<file path="config.mk">
export PLATFORM = sky130hd
export DESIGN_NAME = sd_cmd_engine
export DESIGN_NICKNAME = d
export VERILOG_FILES = /design/src/rtl/sdcmd_pkg.sv /design/src/rtl/sdcmd_frame_gen.sv /design/src/rtl/sdcmd_rsp_chk.sv /design/src/rtl/sd_cmd_engine.sv
export SDC_FILE = /design/constraint.sdc
export NUM_CORES = 1
export LEC_CHECK = 0
export BUFFER_PORTS_ARGS = -buffer_cell sky130_fd_sc_hd__buf_2
export CAP_MARGIN = 10
export CORE_UTILIZATION = 54
export CTS_CLUSTER_SIZE = 28
export DETAILED_ROUTE_END_ITERATION = 16
export GPL_ROUTABILITY_DRIVEN = 0
export PLACE_DENSITY = 0.77
export SLEW_MARGIN = 10
export SYNTH_ARGS = -nofsm -noshare
export SYNTH_HDL_FRONTEND = slang
export SYNTH_SLANG_ARGS = --single-unit
</file>
<file path="constraint.sdc">
create_clock -name clk_i -period 4.9 [get_ports clk_i]
set_input_delay 0 -clock clk_i [delete_from_list [all_inputs] [get_ports clk_i]]
set_output_delay 0 -clock clk_i [all_outputs]
set_load 0.02 [all_outputs]
</file>
<file path="src/rtl/sdcmd_pkg.sv">
package sdcmd_pkg;

    typedef enum logic [2:0] {
        ST_IDLE,
        ST_TX,
        ST_WAIT,
        ST_RX,
        ST_GAP
    } cmd_state_e;

    localparam logic [1:0] KIND_SHORT = 2'd0;
    localparam logic [1:0] KIND_NOCRC = 2'd1;
    localparam logic [1:0] KIND_LONG  = 2'd2;

    // Widest vector the CRC helper accepts.
    localparam int VEC_MAX = 136;

    // Serial CRC7 (x^7 + x^3 + 1), zero seed, over v[nbits-1:0] MSB first.
    function automatic logic [6:0] crc7_over(input logic [VEC_MAX-1:0] v, input int nbits);
        logic [6:0] c;
        logic       fb;
        c = '0;
        for (int i = VEC_MAX - 1; i >= 0; i--) begin
            if (i < nbits) begin
                fb = v[i] ^ c[6];
                c  = {c[5:0], 1'b0};
                if (fb) c = c ^ 7'h09;
            end
        end
        return c;
    endfunction

endpackage

</file>
<file path="src/rtl/sdcmd_frame_gen.sv">
module sdcmd_frame_gen
    import sdcmd_pkg::*;
#(
    parameter int IDX_W = 6,
    parameter int ARG_W = 32,
    localparam int HDR_W   = 2 + IDX_W + ARG_W,
    localparam int FRAME_W = HDR_W + 8
) (
    input  logic [IDX_W-1:0]   idx_i,
    input  logic [ARG_W-1:0]   arg_i,
    output logic [FRAME_W-1:0] frame_o
);

    logic [HDR_W-1:0] hdr;
    logic [6:0]       crc;

    // Start bit 0, host-direction bit 1, then index and argument.
    assign hdr     = {2'b01, idx_i, arg_i};
    assign crc     = crc7_over(VEC_MAX'(hdr), HDR_W);
    assign frame_o = {hdr, crc, 1'b1};

endmodule

</file>
<file path="src/rtl/sdcmd_rsp_chk.sv">
module sdcmd_rsp_chk
    import sdcmd_pkg::*;
#(
    parameter int WORD_W = 32,
    parameter int NWORDS = 4,
    localparam int SHORT_W = WORD_W + 16,
    localparam int LONG_W  = WORD_W * NWORDS + 8
) (
    input  logic [LONG_W-1:0]               frame_i,
    input  logic [1:0]                      kind_i,
    output logic                            err_o,
    output logic [NWORDS-1:0][WORD_W-1:0]   words_o
);

    logic [6:0] crc_short;
    logic [6:0] crc_long;
    logic       hdr_unused;

    assign crc_short  = crc7_over(VEC_MAX'(frame_i[SHORT_W-1:8]), SHORT_W - 8);
    assign crc_long   = crc7_over(VEC_MAX'(frame_i[LONG_W-9:8]), LONG_W - 16);
    // Long-reply start bit and reserved field carry no checked content.
    assign hdr_unused = ^{frame_i[LONG_W-1], frame_i[LONG_W-3:LONG_W-8]};

    always_comb begin
        words_o = '0;
        if (kind_i == KIND_LONG) begin
            for (int k = 1; k < NWORDS; k++) begin
                words_o[k] = frame_i[WORD_W*k +: WORD_W];
            end
            words_o[0] = {frame_i[WORD_W-1:1], 1'b0};
            err_o = !frame_i[0] || frame_i[LONG_W-2] || (crc_long != frame_i[7:1]);
        end else begin
            words_o[NWORDS-1] = frame_i[8 +: WORD_W];
            err_o = !frame_i[0] || frame_i[SHORT_W-2] ||
                    ((kind_i != KIND_NOCRC) && (crc_short != frame_i[7:1]));
        end
    end

endmodule

</file>
<file path="src/rtl/sd_cmd_engine.sv">
module sd_cmd_engine
    import sdcmd_pkg::*;
#(
    parameter int IDX_W   = 6,
    parameter int ARG_W   = 32,
    parameter int WORD_W  = 32,
    parameter int NWORDS  = 4,
    parameter int CFG_W   = 7,
    parameter int STAT_W  = 32,
    parameter int TIMEOUT = 64,
    parameter int NCC     = 2
) (
    input  logic                       clk_i,
    input  logic                       rst_ni,
    input  logic                       start_i,
    input  logic [IDX_W-1:0]           cmd_idx_i,
    input  logic [ARG_W-1:0]           cmd_arg_i,
    input  logic [CFG_W-1:0]           cfg_i,
    input  logic                       cmd_i,
    output logic                       cmd_o,
    output logic                       cmd_oe_o,
    output logic [STAT_W-1:0]          status_o,
    output logic [NWORDS*WORD_W-1:0]   rsp_o
);

    localparam int FRAME_W = IDX_W + ARG_W + 10;
    localparam int SHORT_W = WORD_W + 16;
    localparam int LONG_W  = WORD_W * NWORDS + 8;
    localparam int MAX_A   = (FRAME_W > LONG_W) ? FRAME_W : LONG_W;
    localparam int MAX_B   = (TIMEOUT > NCC) ? TIMEOUT : NCC;
    localparam int CNT_MAX = (MAX_A > MAX_B) ? MAX_A : MAX_B;
    localparam int CNT_W   = $clog2(CNT_MAX + 1);

    localparam int CFG_SEND  = 0;
    localparam int CFG_RSPEN = 4;
    localparam int CFG_KIND  = 5;
    localparam int ST_BUSY_B = 0;
    localparam int ST_DONE_B = 4;
    localparam int ST_RERR_B = 8;
    localparam int ST_NRSP_B = 9;

    typedef struct packed {
        cmd_state_e                 st;
        logic [FRAME_W-1:0]         tx;
        logic [CNT_W-1:0]           cnt;
        logic [LONG_W-2:0]          rx;
        logic [1:0]                 kind;
        logic                       rsp_en;
        logic                       done;
        logic                       rerr;
        logic                       nrsp;
        logic [NWORDS*WORD_W-1:0]   rsp;
    } eng_t;

    eng_t q, d;

    logic [FRAME_W-1:0]               frame;
    logic [LONG_W-1:0]                rx_frame;
    logic                             chk_err;
    logic [NWORDS-1:0][WORD_W-1:0]    chk_words;
    logic [CNT_W-1:0]                 rx_last;
    logic                             accept;
    logic                             cfg_unused;

    assign cfg_unused = ^cfg_i[CFG_RSPEN-1:CFG_SEND+1];

    sdcmd_frame_gen #(.IDX_W(IDX_W), .ARG_W(ARG_W)) u_frame (
        .idx_i   (cmd_idx_i),
        .arg_i   (cmd_arg_i),
        .frame_o (frame)
    );

    assign rx_frame = {q.rx, cmd_i};

    sdcmd_rsp_chk #(.WORD_W(WORD_W), .NWORDS(NWORDS)) u_chk (
        .frame_i (rx_frame),
        .kind_i  (q.kind),
        .err_o   (chk_err),
        .words_o (chk_words)
    );

    assign rx_last = (q.kind == KIND_LONG) ? CNT_W'(LONG_W - 1) : CNT_W'(SHORT_W - 1);
    assign accept  = start_i && cfg_i[CFG_SEND] && (q.st == ST_IDLE);

    always_comb begin
        d = q;
        case (q.st)
            ST_IDLE: begin
                if (accept) begin
                    d.st     = ST_TX;
                    d.tx     = frame;
                    d.cnt    = '0;
                    d.rx     = '0;
                    d.rsp_en = cfg_i[CFG_RSPEN];
                    d.kind   = cfg_i[CFG_KIND +: 2];
                    d.done   = 1'b0;
                    d.rerr   = 1'b0;
                    d.nrsp   = 1'b0;
                end
            end
            ST_TX: begin
                d.tx = {q.tx[FRAME_W-2:0], 1'b1};
                if (q.cnt == CNT_W'(FRAME_W - 1)) begin
                    d.cnt = '0;
                    d.st  = q.rsp_en ? ST_WAIT : ST_GAP;
                end else begin
                    d.cnt = q.cnt + 1'b1;
                end
            end
            ST_WAIT: begin
                if (!cmd_i) begin
                    d.st  = ST_RX;
                    d.rx  = {q.rx[LONG_W-3:0], cmd_i};
                    d.cnt = CNT_W'(1);
                end else if (q.cnt == CNT_W'(TIMEOUT - 1)) begin
                    d.nrsp = 1'b1;
                    d.st   = ST_GAP;
                    d.cnt  = '0;
                end else begin
                    d.cnt = q.cnt + 1'b1;
                end
            end
            ST_RX: begin
                d.rx = {q.rx[LONG_W-3:0], cmd_i};
                if (q.cnt == rx_last) begin
                    d.st   = ST_GAP;
                    d.cnt  = '0;
                    d.rerr = chk_err;
                    if (q.kind == KIND_LONG) begin
                        d.rsp = chk_words;
                    end else begin
                        d.rsp[(NWORDS-1)*WORD_W +: WORD_W] = chk_words[NWORDS-1];
                    end
                end else begin
                    d.cnt = q.cnt + 1'b1;
                end
            end
            ST_GAP: begin
                if (q.cnt == CNT_W'(NCC - 1)) begin
                    d.st   = ST_IDLE;
                    d.cnt  = '0;
                    d.done = 1'b1;
                end else begin
                    d.cnt = q.cnt + 1'b1;
                end
            end
            default: d.st = ST_IDLE;
        endcase
    end

    always_ff @(posedge clk_i or negedge rst_ni) begin
        if (!rst_ni) begin
            q <= '{st: ST_IDLE, default: '0};
        end else begin
            q <= d;
        end
    end

    assign cmd_oe_o = (q.st == ST_TX);
    assign cmd_o    = (q.st == ST_TX) ? q.tx[FRAME_W-1] : 1'b1;
    assign rsp_o    = q.rsp;

    always_comb begin
        status_o            = '0;
        status_o[ST_BUSY_B] = (q.st != ST_IDLE);
        status_o[ST_DONE_B] = q.done;
        status_o[ST_RERR_B] = q.rerr;
        status_o[ST_NRSP_B] = q.nrsp;
    end

    // a released line reads as the idle level
    assert_idle_line_R11: assert property (@(posedge clk_i) disable iff (!rst_ni)
        !cmd_oe_o |-> cmd_o);

    // every frame opens with a 0 start bit
    assert_start_bit_R1: assert property (@(posedge clk_i) disable iff (!rst_ni)
        $rose(cmd_oe_o) |-> !cmd_o);

    // an accepted start raises busy and drives the line next cycle
    assert_accept_R4: assert property (@(posedge clk_i) disable iff (!rst_ni)
        (start_i && cfg_i[CFG_SEND] && !status_o[ST_BUSY_B]) |=> (status_o[ST_BUSY_B] && cmd_oe_o));

    // the no-reply flag holds until an accepted start
    assert_sticky_R10: assert property (@(posedge clk_i) disable iff (!rst_ni)
        (status_o[ST_NRSP_B] && !(start_i && cfg_i[CFG_SEND] && !status_o[ST_BUSY_B]))
        |=> status_o[ST_NRSP_B]);

    // busy falling coincides with done being shown
    assert_done_R10: assert property (@(posedge clk_i) disable iff (!rst_ni)
        $fell(status_o[ST_BUSY_B]) |-> status_o[ST_DONE_B]);

    // a missing reply never also reports a bad reply
    assert_excl_R9: assert property (@(posedge clk_i) disable iff (!rst_ni)
        !(status_o[ST_RERR_B] && status_o[ST_NRSP_B]));

endmodule

</file>
; ---- Word level (Yosys, flattened, before mapping)
; Cells that the tools add are included.
[op_classes]
n_bitwise = 390
div_mod_pow = 0
reduce_logical = 26
n_lt_le_gt_ge = 0
n_shift = 0
multipliers = 0
add_sub_neg = 1
eq_ne = 20
mux = 226
[ops]
columns = cell, n
row1 = $mux W4, 198
row2 = $pmux W134 S3, 1
row3 = $not A2 Y2, 195
row4 = $mux W200, 1
row5 = $xor A1 B1 Y1, 186
row6 = $mux W134, 1
row7 = $pmux W48 S2, 1
row8 = $mux W8, 6
row9 = $pmux W8 S5, 1
row10 = $mux W32, 1
row11 = $mux W3, 6
row12 = $eq A8 B6 Y1 const B, 2
row13 = $pmux W3 S5, 1
row14 = $ne A7 B7 Y1, 2
row15 = $ne A2 B2 Y1 const B, 6
row16 = $reduce_and A3 Y1, 4
row17 = $xor A1 B1 Y1 const B, 9
row18 = $add A8 B1 Y8 const B, 1
row19 = $eq A8 B1 Y1 const B, 1
row20 = $eq A8 B8 Y1, 1
row21 = $reduce_and A2 Y1, 4
row22 = $reduce_bool A2 Y1, 4
row23 = $eq A3 B2 Y1 const B, 2
row24 = $mux W1, 6
row25 = 14 further kinds, 23
[totals]
latchBits = 0
word_cells = 674
mem_count = 0
ff_bits = 326
in_bits = 49
rom_bits = 0
ram_bits = 0
output_inout_bits = 162

; ---- Logic depth before layout (Yosys ltp)
; Gate-level depths: netlist (run 1).
[logic_depth]
word_depth = 244
mapped_depth = 15

; ---- By module
; Synthesis (run 1) repeated with hierarchy kept, for this count alone.
[hier_totals]
cells_unflattened = 1938
hier_area_um2 = 20782.4
[by_module_without_submodules]
columns = module, cells_each, seq_area_each_um2, area_each_um2, instances
row1 = sd_cmd_engine, 1362, 8207.9, 14637.8, 1
row2 = sdcmd_rsp_chk, 475, 0.0, 4953.5, 1
row3 = sdcmd_frame_gen, 101, 0.0, 1191.1, 1

; ---- Worst setup path before layout (run 1)
; Ideal clock, no wire load.
[synth_path]
path_kind = reg2reg
startpoint = register q[256] in the netlist's numbering
endpoint = register q, in the netlist status_o[8]
setup_slack_ns = 0.059
arrival_time_ns = 4.709
path_buffers = 1
required_ns = 4.768
path_stages_with_launch = 16
cell_sequence = dfrtp_1 -> buf_2 -> xnor3_2 -> xor2_1 -> xnor2_4 -> xnor3_2 -> xor3_2 -> xnor2_1 -> xnor3_1 -> xnor3_1 -> xnor2_1 -> xor3_1 -> xnor2_1 -> or3_1 -> a21oi_1 -> a31oi_1
[synth_via]
elab_chain_len = 107
word_cells_on_any_way = 332
cone_classes = eq/ne (1) / mux (119) / bitwise (211) / reduce/logical (1)
[synth_lines]
columns = item, line_no
row1 = from (decl), sd_cmd_engine.sv:55  ; eng_t q, d;
row2 = from (signal assigned), sd_cmd_engine.sv:153  ; q <= '{st: ST_IDLE, default: '0};
row3 = from (signal assigned), sd_cmd_engine.sv:155  ; q <= d;
row4 = $xor A1 B1 Y1 (*), sdcmd_pkg.sv:25  ; fb = v[i] ^ c[6];
row5 = $mux W4 (*), sdcmd_pkg.sv:27  ; if (fb) c = c ^ 7'h09;
row6 = $mux W4 (2 in a row), sdcmd_pkg.sv:27
row7 = $not A2 Y2 (no line), -
row8 = $mux W4, sdcmd_pkg.sv:27
row9 = $xor A1 B1 Y1, sdcmd_pkg.sv:25
row10 = $mux W4 (3 in a row), sdcmd_pkg.sv:27
row11 = $not A2 Y2 (no line), -
row12 = (+86 left out), -
row13 = $mux W4 (3 in a row), sdcmd_pkg.sv:27
row14 = $not A2 Y2 (no line), -
row15 = $mux W4, sdcmd_pkg.sv:27
row16 = $ne A7 B7 Y1 (*), sdcmd_rsp_chk.sv:31  ; err_o = !frame_i[0] || frame_i[LONG_W-2] || (crc_long != frame_i[7:1]);
row17 = $logic_or A1 B1 Y1 (*), sdcmd_rsp_chk.sv:31
row18 = $mux W1 (*), sdcmd_rsp_chk.sv:26  ; if (kind_i == KIND_LONG) begin
row19 = $mux W1 (*), sd_cmd_engine.sv:125  ; if (q.cnt == rx_last) begin
row20 = $pmux W1 S2 (*), sd_cmd_engine.sv:87  ; case (q.st)
; Mark *: on every way between the ends. The rest lies on a longest branch, timed or not. The select of a mux whose other input is x is not followed.
; A chain may end at the register's enable or synchronous reset.

; ---- Final worst setup path (run 1)
[layout_path]
startpoint = register q[250] in the netlist's numbering
endpoint = register q, in the netlist status_o[8]
[layout_via]
elab_chain_len = 101
word_cells_on_any_way = 314
cone_classes = eq/ne (1) / mux (113) / bitwise (199) / reduce/logical (1)
[layout_lines]
columns = item, line_no
row1 = $xor A1 B1 Y1 (*), sdcmd_pkg.sv:25
row2 = $mux W4 (*), sdcmd_pkg.sv:27
row3 = $mux W4 (2 in a row), sdcmd_pkg.sv:27
row4 = $not A2 Y2 (no line), -
row5 = $mux W4, sdcmd_pkg.sv:27
row6 = $xor A1 B1 Y1, sdcmd_pkg.sv:25
row7 = $mux W4 (3 in a row), sdcmd_pkg.sv:27
row8 = $not A2 Y2 (no line), -
row9 = (+80 left out), -
row10 = $mux W4 (3 in a row), sdcmd_pkg.sv:27
row11 = $not A2 Y2 (no line), -
row12 = $mux W4, sdcmd_pkg.sv:27
row13 = $ne A7 B7 Y1 (*), sdcmd_rsp_chk.sv:31
row14 = $logic_or A1 B1 Y1 (*), sdcmd_rsp_chk.sv:31
row15 = $mux W1 (*), sdcmd_rsp_chk.sv:26
row16 = $mux W1 (*), sd_cmd_engine.sv:125
row17 = $pmux W1 S2 (*), sd_cmd_engine.sv:87
; Marks and branches as above.

==> tab_implementation.tex, run 1 <==
\begin{tabular}{lr}
\hline
Metric & Value \\
\hline
\multicolumn{2}{l}{\textbf{Power and ir drop}} \\
Leakage power figure & 0.0114 uW \\
Total power density per cell area & 364 nW/um2 \\
Switching share of total power & 0.333 \\
Relative contribution of sequential cells to total power & 0.388 \\
Worst IR Drop VDD & 0.000307 V \\
Power Internal & 5330 uW \\
Net switching component of the power & 2670 uW \\
Total power of the final layout & 7990 uW \\
Clock power frac & 0.353 \\
Combinational power share & 0.259 \\
\multicolumn{2}{l}{\textbf{Logic synthesis}} \\
Gate Count Post-Synth & 1824 \\
Number of warnings printed during yosys synthesis & 0 \\
Most used flip-flop cell after synthesis & sky130\_fd\_sc\_hd\_\_dfrtp\_1 \\
Cell variety after synth & 49 \\
Yosys top cell area share & 0.427 \\
Synthesized cell area & 19100 um2 \\
Avg Synthesized Cell Area & 10.5 um2 \\
Register area share after synthesis & 0.427 \\
Synthesis-stage register bit count & 326 \\
Most area-consuming cells after synthesis & sky130\_fd\_sc\_hd\_\_dfrtp\_1 (43\%), sky130\_fd\_sc\_hd\_\_xnor2\_1 (11\%), sky130\_fd\_sc\_hd\_\_nand2\_1 (6.9\%), sky130\_fd\_sc\_hd\_\_xnor3\_1 (6.4\%), sky130\_fd\_sc\_hd\_\_buf\_4 (6.3\%) \\
Cell type contributing the most total cell area after synthesis & sky130\_fd\_sc\_hd\_\_dfrtp\_1 \\
Post-synthesis async set-or-reset flop share & 1.00 \\
Count of flip-flops with a built-in enable after synthesis & 0 \\
\multicolumn{2}{l}{\textbf{Clock network}} \\
Worst-skew pair later-pin latency & 540 ps \\
Number of sinks driven by the clock tree & 326 \\
Clock transition at the registers of the reported paths & 70 ps \\
Clock tree from TritonCTS & done \\
Library cell used as clock root buffer & sky130\_fd\_sc\_hd\_\_clkbuf\_16 \\
Number of levels in the clock H-tree & 2 \\
Clock tree buffer depth & 3 \\
Clock buffer count from CTS & 36 \\
\multicolumn{2}{l}{\textbf{Critical path}} \\
Critical path's most frequent cell & sky130\_fd\_sc\_hd\_\_xnor3\_2 \\
Maximum single-stage delay on the critical path & approximately 520 ps \\
Max Fanout on Critical Path & 3 \\
Critical-path cell list & xor2\_4 -> xnor3\_2 -> xnor3\_4 -> xnor3\_2 -> buf\_4 -> xnor3\_1 -> xnor2\_2 -> xnor3\_2 -> xor2\_2 -> buf\_4 -> xnor2\_2 -> xnor3\_2 -> xor2\_2 -> or3\_1 -> a21oi\_2 -> a31oi\_1 \\
Data arrival at the endpoint of the critical path & 5540 ps \\
Worst Path Required & 5310 ps \\
CP Buf/Inv Count & 2 \\
Cell with the largest stage delay on the worst path & sky130\_fd\_sc\_hd\_\_xnor3\_2 \\
Worst Setup Path Type & reg2reg \\
Critical path endpoint category & flip-flop \\
Top cell family by delay on the critical path & XOR/XNOR gates \\
Critical Path Source Type & flip-flop \\
\multicolumn{2}{l}{\textbf{STA}} \\
RSZ-0062 raised after global routing & yes \\
Setup TNS & -229 ps \\
Final worst path period need & 5130 ps \\
Final period util & 1.05 \\
Total count of max-transition violations in the final report & 0 \\
Final clock skew & about 24 ps \\
Slew at the pin closest to its max-slew limit & around 1200 ps \\
Post-route setup slack & -229 ps \\
Number of endpoints failing setup at the final stage & 1 \\
Relative slew slack & 0.226 \\
Count of endpoints failing hold in the final timing report & 0 \\
F\_max & 195 MHz \\
\multicolumn{2}{l}{\textbf{Route}} \\
Total Wirelength & between 40000 and 50000 um \\
Antenna Nets Post-Route & 0 \\
Vias & 13543 \\
Number of optimization iterations in the first detailed-route pass & 6 \\
Initial detailed-routing violation count & 1059 \\
DRC violation count after routing & 0 \\
Average wire per standard cell & 19.7 um \\
Vias per inst & 5.58 \\
\multicolumn{2}{l}{\textbf{Global route}} \\
Remaining global-route overflow & 0 \\
Via count of the first global-routing pass & 13401 \\
Overall global routing resource usage & 0.266 \\
Global-route track usage on met1 & 0.364 \\
Most used routing layer in global routing & met2 \\
Wire length of the first global-routing pass & 75000 um \\
Met2 track demand over resource in global routing & 0.419 \\
Number of antenna violations at the first check in global routing & 0 \\
Global-route met3 utilization & 0.0465 \\
Pin count of the biggest net entering global routing & 170 \\
\multicolumn{2}{l}{\textbf{Placed design}} \\
Instance area at placement & 19600 um2 \\
HPWL after detailed placement & between 30000 and 40000 um \\
Input/output buffers & 178 \\
\multicolumn{2}{l}{\textbf{Floorplan}} \\
Initial core utilization & 0.551 \\
Vertical extent of the die & 190 um \\
CORE AREA & approximately 35000 um2 \\
Die area & 36100 um2 \\
IO Pins & 211 \\
Site Rows & 68 \\
Chip Width & 190 um \\
\multicolumn{2}{l}{\textbf{Layout}} \\
Layout cell share with drive strength beyond 1 & 0.258 \\
Most frequent cells in the layout & sky130\_fd\_sc\_hd\_\_nand2\_1 (348), sky130\_fd\_sc\_hd\_\_dfrtp\_1 (322), sky130\_fd\_sc\_hd\_\_xnor2\_1 (210) \\
Layout Utilization & 0.634 \\
Number of nets in the final layout & 1997 \\
Leading cell type in the layout, fill and taps excluded & sky130\_fd\_sc\_hd\_\_nand2\_1 \\
Layout fillers & 2603 \\
Fin area & around 22000 um2 \\
Ant diodes & 0 \\
Syn-to-layout area delta & 15.0\% \\
\multicolumn{2}{l}{\textbf{Hold path}} \\
Worst Hold Class & in2reg \\
\multicolumn{2}{l}{\textbf{Status}} \\
Outcome & complete, but fails checks \\
Failing checks & negative setup slack \\
\multicolumn{2}{l}{\textbf{Flow run}} \\
Max capacitance violation total & 0 \\
\hline
\end{tabular}
Yosys cell counts (3+ instances only):
| library cell | instances |
|---|---|
| sky130_fd_sc_hd__nand3_1 | 145 |
| sky130_fd_sc_hd__xor3_1 | 5 |
| sky130_fd_sc_hd__xnor2_4 | 3 |
| sky130_fd_sc_hd__or2_2 | 3 |
| sky130_fd_sc_hd__buf_2 | 3 |
| sky130_fd_sc_hd__xnor2_2 | 4 |
| sky130_fd_sc_hd__nor2_1 | 55 |
| sky130_fd_sc_hd__or3_1 | 5 |
| sky130_fd_sc_hd__clkbuf_1 | 87 |
| sky130_fd_sc_hd__a22oi_1 | 21 |
| sky130_fd_sc_hd__dfrtp_1 | 326 |
| sky130_fd_sc_hd__buf_4 | 161 |
| sky130_fd_sc_hd__mux2i_1 | 58 |
| sky130_fd_sc_hd__mux2_2 | 95 |
| sky130_fd_sc_hd__xnor3_1 | 54 |
| sky130_fd_sc_hd__nand2b_1 | 5 |
| sky130_fd_sc_hd__nand2_1 | 349 |
| sky130_fd_sc_hd__nor3_1 | 8 |
| sky130_fd_sc_hd__xor3_2 | 3 |
| sky130_fd_sc_hd__buf_1 | 5 |
| sky130_fd_sc_hd__o21ai_0 | 45 |
| sky130_fd_sc_hd__a31oi_1 | 3 |
| sky130_fd_sc_hd__inv_1 | 5 |
| sky130_fd_sc_hd__xnor2_1 | 234 |
| sky130_fd_sc_hd__xnor3_2 | 12 |
| sky130_fd_sc_hd__o31ai_1 | 3 |
| sky130_fd_sc_hd__xor2_1 | 60 |
| sky130_fd_sc_hd__and3_1 | 3 |
| sky130_fd_sc_hd__a21oi_1 | 40 |
layout make-up:
| type | instances | area (um2) | share of cell area |
|---|---|---|---|
| inverters | 5 | 18.8 | 0.000855 |
| clock buffers | 48 | 997 | 0.0454 |
| well taps | 455 | 569 | 0.0259 |
| repair buffers | 312 | 2100 | 0.0957 |
| flip-flops and latches | 326 | 8160 | 0.372 |
| clock inverters | 14 | 216 | 0.00986 |
| multi-input cells | 1265 | 9880 | 0.450 |
flip-flops by register name, summed over array words and instances (netlist names):
register,cells
status_o,3
rsp_o,127
q,196
what timing repair did:
item / 4_1_cts / 5_1_grt
pin swaps: 57 / 13
endpoints found under the setup margin: 1 / 1
buffers inserted: 28 / 5
hold endpoints to repair: 375 / 0
gates resized for setup: 59 / 11
hold buffers: 46 / 0
worst reg2reg max path: stages (launching register included):
cell,delay (ps)
sky130_fd_sc_hd__dfrtp_1,470
sky130_fd_sc_hd__xor2_4,280
sky130_fd_sc_hd__xnor3_2,520
sky130_fd_sc_hd__xnor3_4,490
sky130_fd_sc_hd__xnor3_2,290
sky130_fd_sc_hd__buf_4,160
sky130_fd_sc_hd__xnor3_1,380
sky130_fd_sc_hd__xnor2_2,210
sky130_fd_sc_hd__xnor3_2,400
sky130_fd_sc_hd__xor2_2,200
sky130_fd_sc_hd__buf_4,160
sky130_fd_sc_hd__xnor2_2,160
sky130_fd_sc_hd__xnor3_2,500
sky130_fd_sc_hd__xor2_2,180
sky130_fd_sc_hd__or3_1,370
sky130_fd_sc_hd__a21oi_2,140
sky130_fd_sc_hd__a31oi_1,100
layer usage:
metal / vias up / share of wire
met5: - / 0
met3: 129 / 0.069
met4: 0 / 0.040
met2: 556 / 0.48
li1: 6095 / -
met1: 6763 / 0.41
power groups by stage:
stage / clock network [uW] / logic, uW / registers, uW
2_1_floorplan: 0 / 1570 / 3060
3_3_place_gp: 0 / 1950 / 3130
3_5_place_dp: 0 / 1990 / 3140
5_1_grt: 2980 / 2280 / 3120
4_1_cts: 2850 / 2040 / 3090
6_report: 2830 / 2070 / 3100
worst paths after layout:
kind | startpoint | to | slack [ps] | cells after the start
min | start_i | q[270] | 50 | 4
min in group asynchronous | rst_ni | q[297] | 150 | 3
max in group asynchronous | rst_ni | q[309] | 3800 | 3
max reg2reg | q[250] | status_o[8] | -230 | 16
min reg2reg | q[265] | q[265] | 460 | 2
max | q[250] | status_o[8] | -230 | 16
metrics by stage:
stage,worst slack (ps),hold WS (ps),instances
after CTS,5.45,40.8,2420
after detailed placement,-295,-171,2286
after global routing,-350,67.1,2425
after global placement,-23.4,-175,2286
after floorplan,58.8,-296,1852
final,-229,49.8,2425
cell families (layout without fill, tap and decap cells):
logic type,Yosys count,count (layout),share of synthesized area
AO/OA/AOI/OAI,122,122,0.0369
adder cells (fa/ha/maj),2,2,0.00131
flip-flops,326,326,0.427
buffers and inverters,261,379,0.0832
multiplexers,153,153,0.0865
XOR/XNOR,380,380,0.237
other,1,29,0.000197
AND/OR/NAND/NOR,579,579,0.127
No activity file was read; power rests on OpenSTA's default activity.
==> run 2, diff against run 1 <==
--- a/config.mk
+++ b/config.mk
@@ -7,11 +7,11 @@
 export LEC_CHECK = 0
 export BUFFER_PORTS_ARGS = -buffer_cell sky130_fd_sc_hd__buf_2
 export CAP_MARGIN = 10
-export CORE_UTILIZATION = 54
+export CORE_UTILIZATION = 50
 export CTS_CLUSTER_SIZE = 28
 export DETAILED_ROUTE_END_ITERATION = 16
 export GPL_ROUTABILITY_DRIVEN = 0
-export PLACE_DENSITY = 0.77
+export PLACE_DENSITY = 0.72
 export SLEW_MARGIN = 10
 export SYNTH_ARGS = -nofsm -noshare
 export SYNTH_HDL_FRONTEND = slang
==> run 2 against run 1 <==
Net effect: clock-buffer cell count grew 8; global-route usage fell by 2.3 points; via count down 4.0%; routed wire length down 3.5%; worst hold slack worse by 24 ps; critical path type unchanged; critical endpoint unchanged; first-iteration DRC count decreased by 18%; the flow still finishes with violations (negative setup slack); sequential share of layout area grew 0.28 points; total power down 1.4%; flip-flop and latch count is the same.
==> tab_implementation.tex, run 2 (same netlist as run 1, synthesis figures left out) <==
\begin{tabular}{lr}
\hline
Metric & Value \\
\hline
\multicolumn{2}{l}{\textbf{Power and ir drop}} \\
Switching share of total power & 0.332 (-0.00175) \\
Net switching component of the power & 2610 uW (-1.9\%) \\
Combinational power share & 0.256 (-0.003) \\
Power Internal & 5270 uW (-1.2\%) \\
Leakage power figure & 0.0113 uW (-0.51\%) \\
Clock power frac & 0.352 (about the same) \\
Relative contribution of sequential cells to total power & 0.392 (+0.004) \\
Total power density per cell area & 362 nW/um2 (-0.67\%) \\
Worst IR Drop VDD & 0.000243 V (-21\%) \\
\multicolumn{2}{l}{\textbf{Layout}} \\
Number of flip-flops under the largest register name & 196 (unchanged) \\
Register bank with the most flops & q \\
Multi-input gate area & 9710 um2 (-1.7\%) \\
Layout cell share with drive strength beyond 1 & 0.248 (-0.0104) \\
Leading cell type in the layout, fill and taps excluded & sky130\_fd\_sc\_hd\_\_nand2\_1 \\
Layout fillers & 3074 (+18\%) \\
Register Area & 8160 um2 (unchanged) \\
Ant diodes & 0 (unchanged) \\
Most frequent cells in the layout & sky130\_fd\_sc\_hd\_\_nand2\_1 (348), sky130\_fd\_sc\_hd\_\_dfrtp\_1 (322), sky130\_fd\_sc\_hd\_\_xnor2\_1 (215) \\
Fin area & 21800 um2 (-0.75\%) \\
Number of nets in the final layout & 1993 (-0.20\%) \\
Syn-to-layout area delta & 14.1\% \\
Layout Utilization & 0.580 (-0.0541) \\
\multicolumn{2}{l}{\textbf{Critical path}} \\
Max Fanout on Critical Path & 4 (+1) \\
End of the worst register-to-register path & status\_o[8] \\
Slack of the worst reg-to-reg path & -140 ps (+90 ps) \\
Launching point of the worst reg2reg path & q[260] \\
Cell with the largest stage delay on the worst path & sky130\_fd\_sc\_hd\_\_xnor3\_2 \\
Worst Reg2Reg Path Length in Cells & 17 (+1) \\
Worst Path Required & 5320 ps (about the same) \\
Data arrival at the endpoint of the critical path & 5460 ps (-80 ps) \\
Critical-path cell list & xnor3\_2 -> xor2\_4 -> xnor2\_4 -> xnor3\_2 -> buf\_4 -> xnor3\_1 -> xnor3\_1 -> xnor3\_2 -> buf\_4 -> buf\_4 -> xor2\_1 -> xnor2\_1 -> xor3\_1 -> xnor2\_1 -> or3\_1 -> a21oi\_1 -> a31oi\_1 \\
Critical Path Source Type & flip-flop \\
Maximum single-stage delay on the critical path & 550 ps (+30 ps) \\
Critical path endpoint category & flip-flop \\
Worst Setup Path Type & reg2reg \\
\multicolumn{2}{l}{\textbf{Placed design}} \\
Pre-CTS setup slack & -117 ps (+178 ps) \\
HPWL after detailed placement & 31500 um (+1.7\%) \\
Instance area at placement & 19700 um2 (+0.32\%) \\
Input/output buffers & 178 (unchanged) \\
\multicolumn{2}{l}{\textbf{Hold path}} \\
Min-Delay Endpoint & q[270] \\
Hold Path Stages & 4 (unchanged) \\
Worst hold start & start\_i \\
Worst Hold Class & in2reg \\
\multicolumn{2}{l}{\textbf{STA}} \\
Relative slew slack & 0.294 (+0.0674) \\
Final worst path period need & 5040 ps (-91.2 ps) \\
Slew at the pin closest to its max-slew limit & 1060 ps (-101 ps) \\
Setup TNS & -138 ps (+91.2 ps) \\
F\_max & 198 MHz (+1.8\%) \\
RSZ-0062 raised after global routing & yes \\
Total count of max-transition violations in the final report & 0 (unchanged) \\
Final period util & 1.03 (-0.0186) \\
Number of endpoints failing setup at the final stage & 1 (unchanged) \\
Final clock skew & 15.1 ps (-8.71 ps) \\
Count of endpoints failing hold in the final timing report & 0 (unchanged) \\
Post-route setup slack & -138 ps (+91.2 ps) \\
\multicolumn{2}{l}{\textbf{Clock network}} \\
Number of sinks driven by the clock tree & 326 (unchanged) \\
Clock tree from TritonCTS & done \\
Worst-skew pair later-pin latency & 550 ps (about the same) \\
Library cell used as clock root buffer & sky130\_fd\_sc\_hd\_\_clkbuf\_16 \\
Clock transition at the registers of the reported paths & 70 ps (about the same) \\
Number of levels in the clock H-tree & 2 (unchanged) \\
Clock tree buffer depth & 3 (unchanged) \\
Clock buffer count from CTS & 37 (+2.8\%) \\
\multicolumn{2}{l}{\textbf{Route}} \\
Total Wirelength & 46200 um (-3.5\%) \\
Vias & 13005 (-4.0\%) \\
DRC violation count after routing & 0 (unchanged) \\
Vias per inst & 5.25 (-6.1\%) \\
Initial detailed-routing violation count & 872 (-18\%) \\
Number of optimization iterations in the first detailed-route pass & 7 (+1) \\
Antenna Nets Post-Route & 0 (unchanged) \\
Average wire per standard cell & 18.6 um (-5.6\%) \\
\multicolumn{2}{l}{\textbf{Global route}} \\
Number of antenna violations at the first check in global routing & 0 (unchanged) \\
Remaining global-route overflow & 0 (unchanged) \\
Wire length of the first global-routing pass & 73700 um (-1.7\%) \\
Overall global routing resource usage & 0.243 (-0.0228) \\
Via count of the first global-routing pass & 13086 (-2.4\%) \\
Pin count of the biggest net entering global routing & 122 (-28\%) \\
\multicolumn{2}{l}{\textbf{Floorplan}} \\
CORE AREA & 37600 um2 (+8.5\%) \\
Vertical extent of the die & 197 um (+3.9\%) \\
Die area & 39000 um2 (+7.9\%) \\
IO Pins & 211 (unchanged) \\
Initial core utilization & 0.508 (-0.0432) \\
Site Rows & 71 (+4.4\%) \\
Chip Width & 197 um (+3.9\%) \\
\multicolumn{2}{l}{\textbf{Status}} \\
Failing checks & negative setup slack \\
Outcome & complete, but fails checks \\
\multicolumn{2}{l}{\textbf{Flow run}} \\
Max capacitance violation total & 0 (unchanged) \\
\hline
\end{tabular}
## run 2: cell count changes in the layout (fill, tap and decap cells not counted), sizes merged
cell / before / now
clkbuf: 48 / 56
buf: 266 / 262
bufinv: 5 / 1
clkinvlp: 4 / 1
clkinv: 3 / 5
dlygate4sd3: 46 / 45
## run 2: stage by stage
stage | hold WS [ps] | power, uW | instances
6_report | 26.1 | 7880 | 2479
2_1_floorplan | -296 | 4630 | 1852
5_1_grt | 61.8 | 8270 | 2479
3_5_place_dp | 170 | 5100 | 2344
4_1_cts | 5.15 | 7930 | 2477
3_3_place_gp | 165 | 5070 | 2344
## run 2: worst max-delay path by stage
stage / depth (start not counted) / end / from / slack [ps]
global route: 17 / status_o[8] / q[260] / -290
global placement: 13 / status_o[8] / q[260] / -30
floorplan: 15 / status_o[8] / q[256] / 60
finish: 17 / status_o[8] / q[260] / -140
detailed placement: 13 / status_o[8] / q[255] / -120
CTS: 17 / status_o[8] / q[259] / 0.4
## run 2: repair_timing
action	4_1_cts	5_1_grt
hold buffers	45	0
resized for setup	37	3
setup endpoints to repair	1	1
pin swaps	45	7
gates cloned	0	0
endpoints found under the hold margin	169	0
buffers inserted	24	2
## run 2: worst max-delay path: cells and delay by family, from the launching register on
| family | cells | cell delay, ps |
|---|---|---|
| simple gates | 1 | 320 |
| buf+inv | 3 | 440 |
| compound gates | 2 | 230 |
| xor+xnor | 11 | 3490 |
| flops | 1 | 420 |
## run 2: final cells by class
cell class                      instances  area share
Sequential cell                       326       0.375
Multi-Input combinational cell       1265       0.446
Timing Repair Buffer                  307      0.0932
Tap cell                              511      0.0294
Clock inverter                          9     0.00368
Inverter                                5    0.000862
Clock buffer                           56      0.0523
## run 2: metal layers
metal | vias to the layer above | wire [um] | track usage
met1 | 6476 | 21000 | 0.341
met4 | 0 | 1370 | 0.0858
met3 | 78 | 2260 | 0.0369
li1 | 6089 | - | -
met2 | 362 | 21600 | 0.385
met5 | - | 0 | 0
## run 2: power groups by stage
stage	Combinational, uW	Sequential [uW]	Clock (uW)
2_1_floorplan	1570	3060	0
3_3_place_gp	1940	3130	0
3_5_place_dp	1970	3130	0
4_1_cts	2010	3080	2830
5_1_grt	2230	3110	2930
6_report	2020	3090	2780
==> run 3, diff against run 2 <==
==> constraint.sdc (replaced) <==
create_clock -name clk_i -period 4.36 [get_ports clk_i]
set_input_delay 0 -clock clk_i [delete_from_list [all_inputs] [get_ports clk_i]]
set_output_delay 0 -clock clk_i [all_outputs]
set_load 0.02 [all_outputs]
==> run 3 against run 2 <==
Net effect: sequential power up 13%; cell area rose by 1.4%; clock-buffer cell count did not move; clock power grew 17%; first-iteration DRC count rose by 5.5%; global-route usage increased by 0.35 points; maximum frequency grew 4.9%; flip-flop and latch count unchanged; final cell count grew 1.4%; via count grew 1.9%; critical endpoint unchanged; total power grew 15%; die area unchanged; the flow still finishes with violations (negative setup slack).
==> tab_implementation.tex, run 3 (same netlist as run 1, synthesis figures left out) <==
\begin{tabular}{lr}
\hline
Metric & Value \\
\hline
\multicolumn{2}{l}{\textbf{Layout}} \\
Layout Utilization & 0.588 (+0.00836) \\
Layout fillers & 3053 (-0.68\%) \\
Syn-to-layout area delta & 15.8\% \\
Number of nets in the final layout & 2027 (+1.7\%) \\
Register bank with the most flops & q \\
Ant diodes & 0 (unchanged) \\
Number of flip-flops under the largest register name & 196 (unchanged) \\
Layout cell share with drive strength beyond 1 & 0.260 (+0.0116) \\
Most frequent cells in the layout & sky130\_fd\_sc\_hd\_\_nand2\_1 (348), sky130\_fd\_sc\_hd\_\_dfrtp\_1 (323), sky130\_fd\_sc\_hd\_\_xnor2\_1 (217) \\
Leading cell type in the layout, fill and taps excluded & sky130\_fd\_sc\_hd\_\_nand2\_1 \\
\multicolumn{2}{l}{\textbf{Status}} \\
Outcome & complete, but fails checks \\
Failing checks & negative setup slack \\
\multicolumn{2}{l}{\textbf{STA}} \\
Relative slew slack & 0.374 (+0.0806) \\
Hold slack & 65.6 ps (+39.5 ps) \\
Final period util & 1.10 (+0.0735) \\
Final clock skew & 17.3 ps (+2.14 ps) \\
F\_max & 208 MHz (+4.9\%) \\
Count of endpoints failing hold in the final timing report & 0 (unchanged) \\
Final worst path period need & 4800 ps (-235 ps) \\
Slew at the pin closest to its max-slew limit & 938 ps (-121 ps) \\
Post-route setup slack & -443 ps (-305 ps) \\
Number of endpoints failing setup at the final stage & 1 (unchanged) \\
Total count of max-transition violations in the final report & 0 (unchanged) \\
RSZ-0062 raised after global routing & yes \\
\multicolumn{2}{l}{\textbf{Critical path}} \\
Critical path endpoint category & flip-flop \\
Worst Setup Path Type & reg2reg \\
Max Fanout on Critical Path & 3 (-1) \\
Data arrival at the endpoint of the critical path & 5220 ps (-240 ps) \\
Critical Path Source Type & flip-flop \\
Critical-path cell list & xor3\_2 -> xnor3\_2 -> xor3\_2 -> buf\_12 -> xnor2\_4 -> xnor3\_1 -> xnor2\_1 -> xnor3\_2 -> xnor3\_1 -> xnor2\_1 -> xor3\_1 -> xnor2\_1 -> or3\_1 -> a21oi\_1 -> a31oi\_1 \\
Cell with the largest stage delay on the worst path & sky130\_fd\_sc\_hd\_\_xor3\_2 \\
Critical path's most frequent cell & sky130\_fd\_sc\_hd\_\_xnor2\_1 \\
Maximum single-stage delay on the critical path & 460 ps (-90 ps) \\
Worst Path Required & 4780 ps (-540 ps) \\
\multicolumn{2}{l}{\textbf{Placed design}} \\
Input/output buffers & 178 (unchanged) \\
HPWL after detailed placement & 32300 um (+2.6\%) \\
\multicolumn{2}{l}{\textbf{Floorplan}} \\
Die area & 39000 um2 (unchanged) \\
Chip Width & 197 um (unchanged) \\
IO Pins & 211 (unchanged) \\
Site Rows & 71 (unchanged) \\
Vertical extent of the die & 197 um (unchanged) \\
Initial core utilization & 0.508 (unchanged) \\
CORE AREA & 37600 um2 (unchanged) \\
\multicolumn{2}{l}{\textbf{Power and ir drop}} \\
Switching share of total power & 0.335 (+0.00279) \\
Combinational power share & 0.259 (+0.003) \\
Total power density per cell area & 411 nW/um2 (+14\%) \\
Net switching component of the power & 3040 uW (+16\%) \\
Leakage power figure & 0.0115 uW (+1.8\%) \\
Total power of the final layout & 9080 uW (+15\%) \\
Relative contribution of sequential cells to total power & 0.384 (-0.008) \\
Worst IR Drop VDD & 0.000331 V (+36\%) \\
Power Internal & 6050 uW (+15\%) \\
Clock power frac & 0.357 (+0.005) \\
\multicolumn{2}{l}{\textbf{Clock network}} \\
Clock buffer count from CTS & 38 (+2.7\%) \\
Clock transition at the registers of the reported paths & 60 ps (about the same) \\
Clock tree from TritonCTS & done \\
Library cell used as clock root buffer & sky130\_fd\_sc\_hd\_\_clkbuf\_16 \\
Clock tree buffer depth & 3 (unchanged) \\
Number of sinks driven by the clock tree & 326 (unchanged) \\
Worst-skew pair later-pin latency & 550 ps (about the same) \\
Number of levels in the clock H-tree & 2 (unchanged) \\
\multicolumn{2}{l}{\textbf{Route}} \\
Vias & 13248 (+1.9\%) \\
Initial detailed-routing violation count & 920 (+5.5\%) \\
Average wire per standard cell & 18.7 um (+0.14\%) \\
Total Wirelength & 46900 um (+1.6\%) \\
Vias per inst & 5.27 (+0.45\%) \\
Number of optimization iterations in the first detailed-route pass & 5 (-2) \\
Antenna Nets Post-Route & 0 (unchanged) \\
DRC violation count after routing & 0 (unchanged) \\
\multicolumn{2}{l}{\textbf{Global route}} \\
Number of antenna violations at the first check in global routing & 0 (unchanged) \\
Wire length of the first global-routing pass & 74900 um (+1.5\%) \\
Overall global routing resource usage & 0.247 (+0.00346) \\
Remaining global-route overflow & 0 (unchanged) \\
Via count of the first global-routing pass & 13301 (+1.6\%) \\
Pin count of the biggest net entering global routing & 134 (+9.8\%) \\
\multicolumn{2}{l}{\textbf{Hold path}} \\
Worst Hold Class & in2async \\
\multicolumn{2}{l}{\textbf{Flow run}} \\
Max capacitance violation total & 0 (unchanged) \\
\hline
\end{tabular}
[run 3: timing repair]
action,CTS,global route
gates resized for setup,10,10
endpoints found under the hold margin,148,0
cloned,0,0
pin swaps,7,3
hold buffers,45,0
setup endpoints to repair,1,1
buffers inserted,3,0
[run 3: power groups by stage]
stage | combinational [uW] | sequential (uW) | clock, uW
after floorplan | 1760 | 3440 | 0
after global routing | 2560 | 3520 | 3430
after detailed placement | 2240 | 3530 | 0
after CTS | 2300 | 3480 | 3310
final | 2350 | 3490 | 3240
after global placement | 2180 | 3510 | 0
[run 3: final timing paths]
kind / from / to / slack [ps] / cells past startpoint
max: q[246] / status_o[8] / -440 / 15
min: rst_ni / q[307] / 70 / 2
max reg2reg: q[246] / status_o[8] / -440 / 15
min reg2reg: q[314] / q[315] / 470 / 2
max in group asynchronous: rst_ni / rsp_o[90] / 3180 / 3
min in group clk_i: cfg_i[4] / q[131] / 240 / 4
[run 3: layout make-up]
| cell class | instances | area, um2 | share of cell area |
|---|---|---|---|
| sequential | 326 | 8160 | 0.369 |
| tap | 511 | 639 | 0.0289 |
| clock buffer | 56 | 1140 | 0.0516 |
| multi-input combinational | 1265 | 9710 | 0.440 |
| inverter | 5 | 18.8 | 0.000849 |
| timing repair buffer | 340 | 2280 | 0.103 |
| clock inverter | 11 | 144 | 0.00651 |
[run 3: through the flow]
stage / cells / setup WS, ps / TNS, ps / cell area [um2]
finish: 2514 / -443 / -443 / 22100
CTS: 2514 / -450 / -450 / 22000
detailed placement: 2399 / -508 / -508 / 20200
global route: 2514 / -634 / -634 / 22100
floorplan: 1852 / -236 / -236 / 19300
global placement: 2399 / -361 / -361 / 20200
[run 3: per-layer routing]
layer	vias up	GRT usage	share of wire
met2	460	0.389	0.46
met4	0	0.0876	0.030
met5	-	0	0
met1	6542	0.347	0.44
li1	6143	-	-
met3	103	0.0364	0.061
[run 3: critical path, delay by kind of cell (launching register included)]
kind	cells	cell delay, ps
simple gates	1	330
buf+inv	1	160
xor+xnor	11	3480
compound gates	2	260
flops	1	430
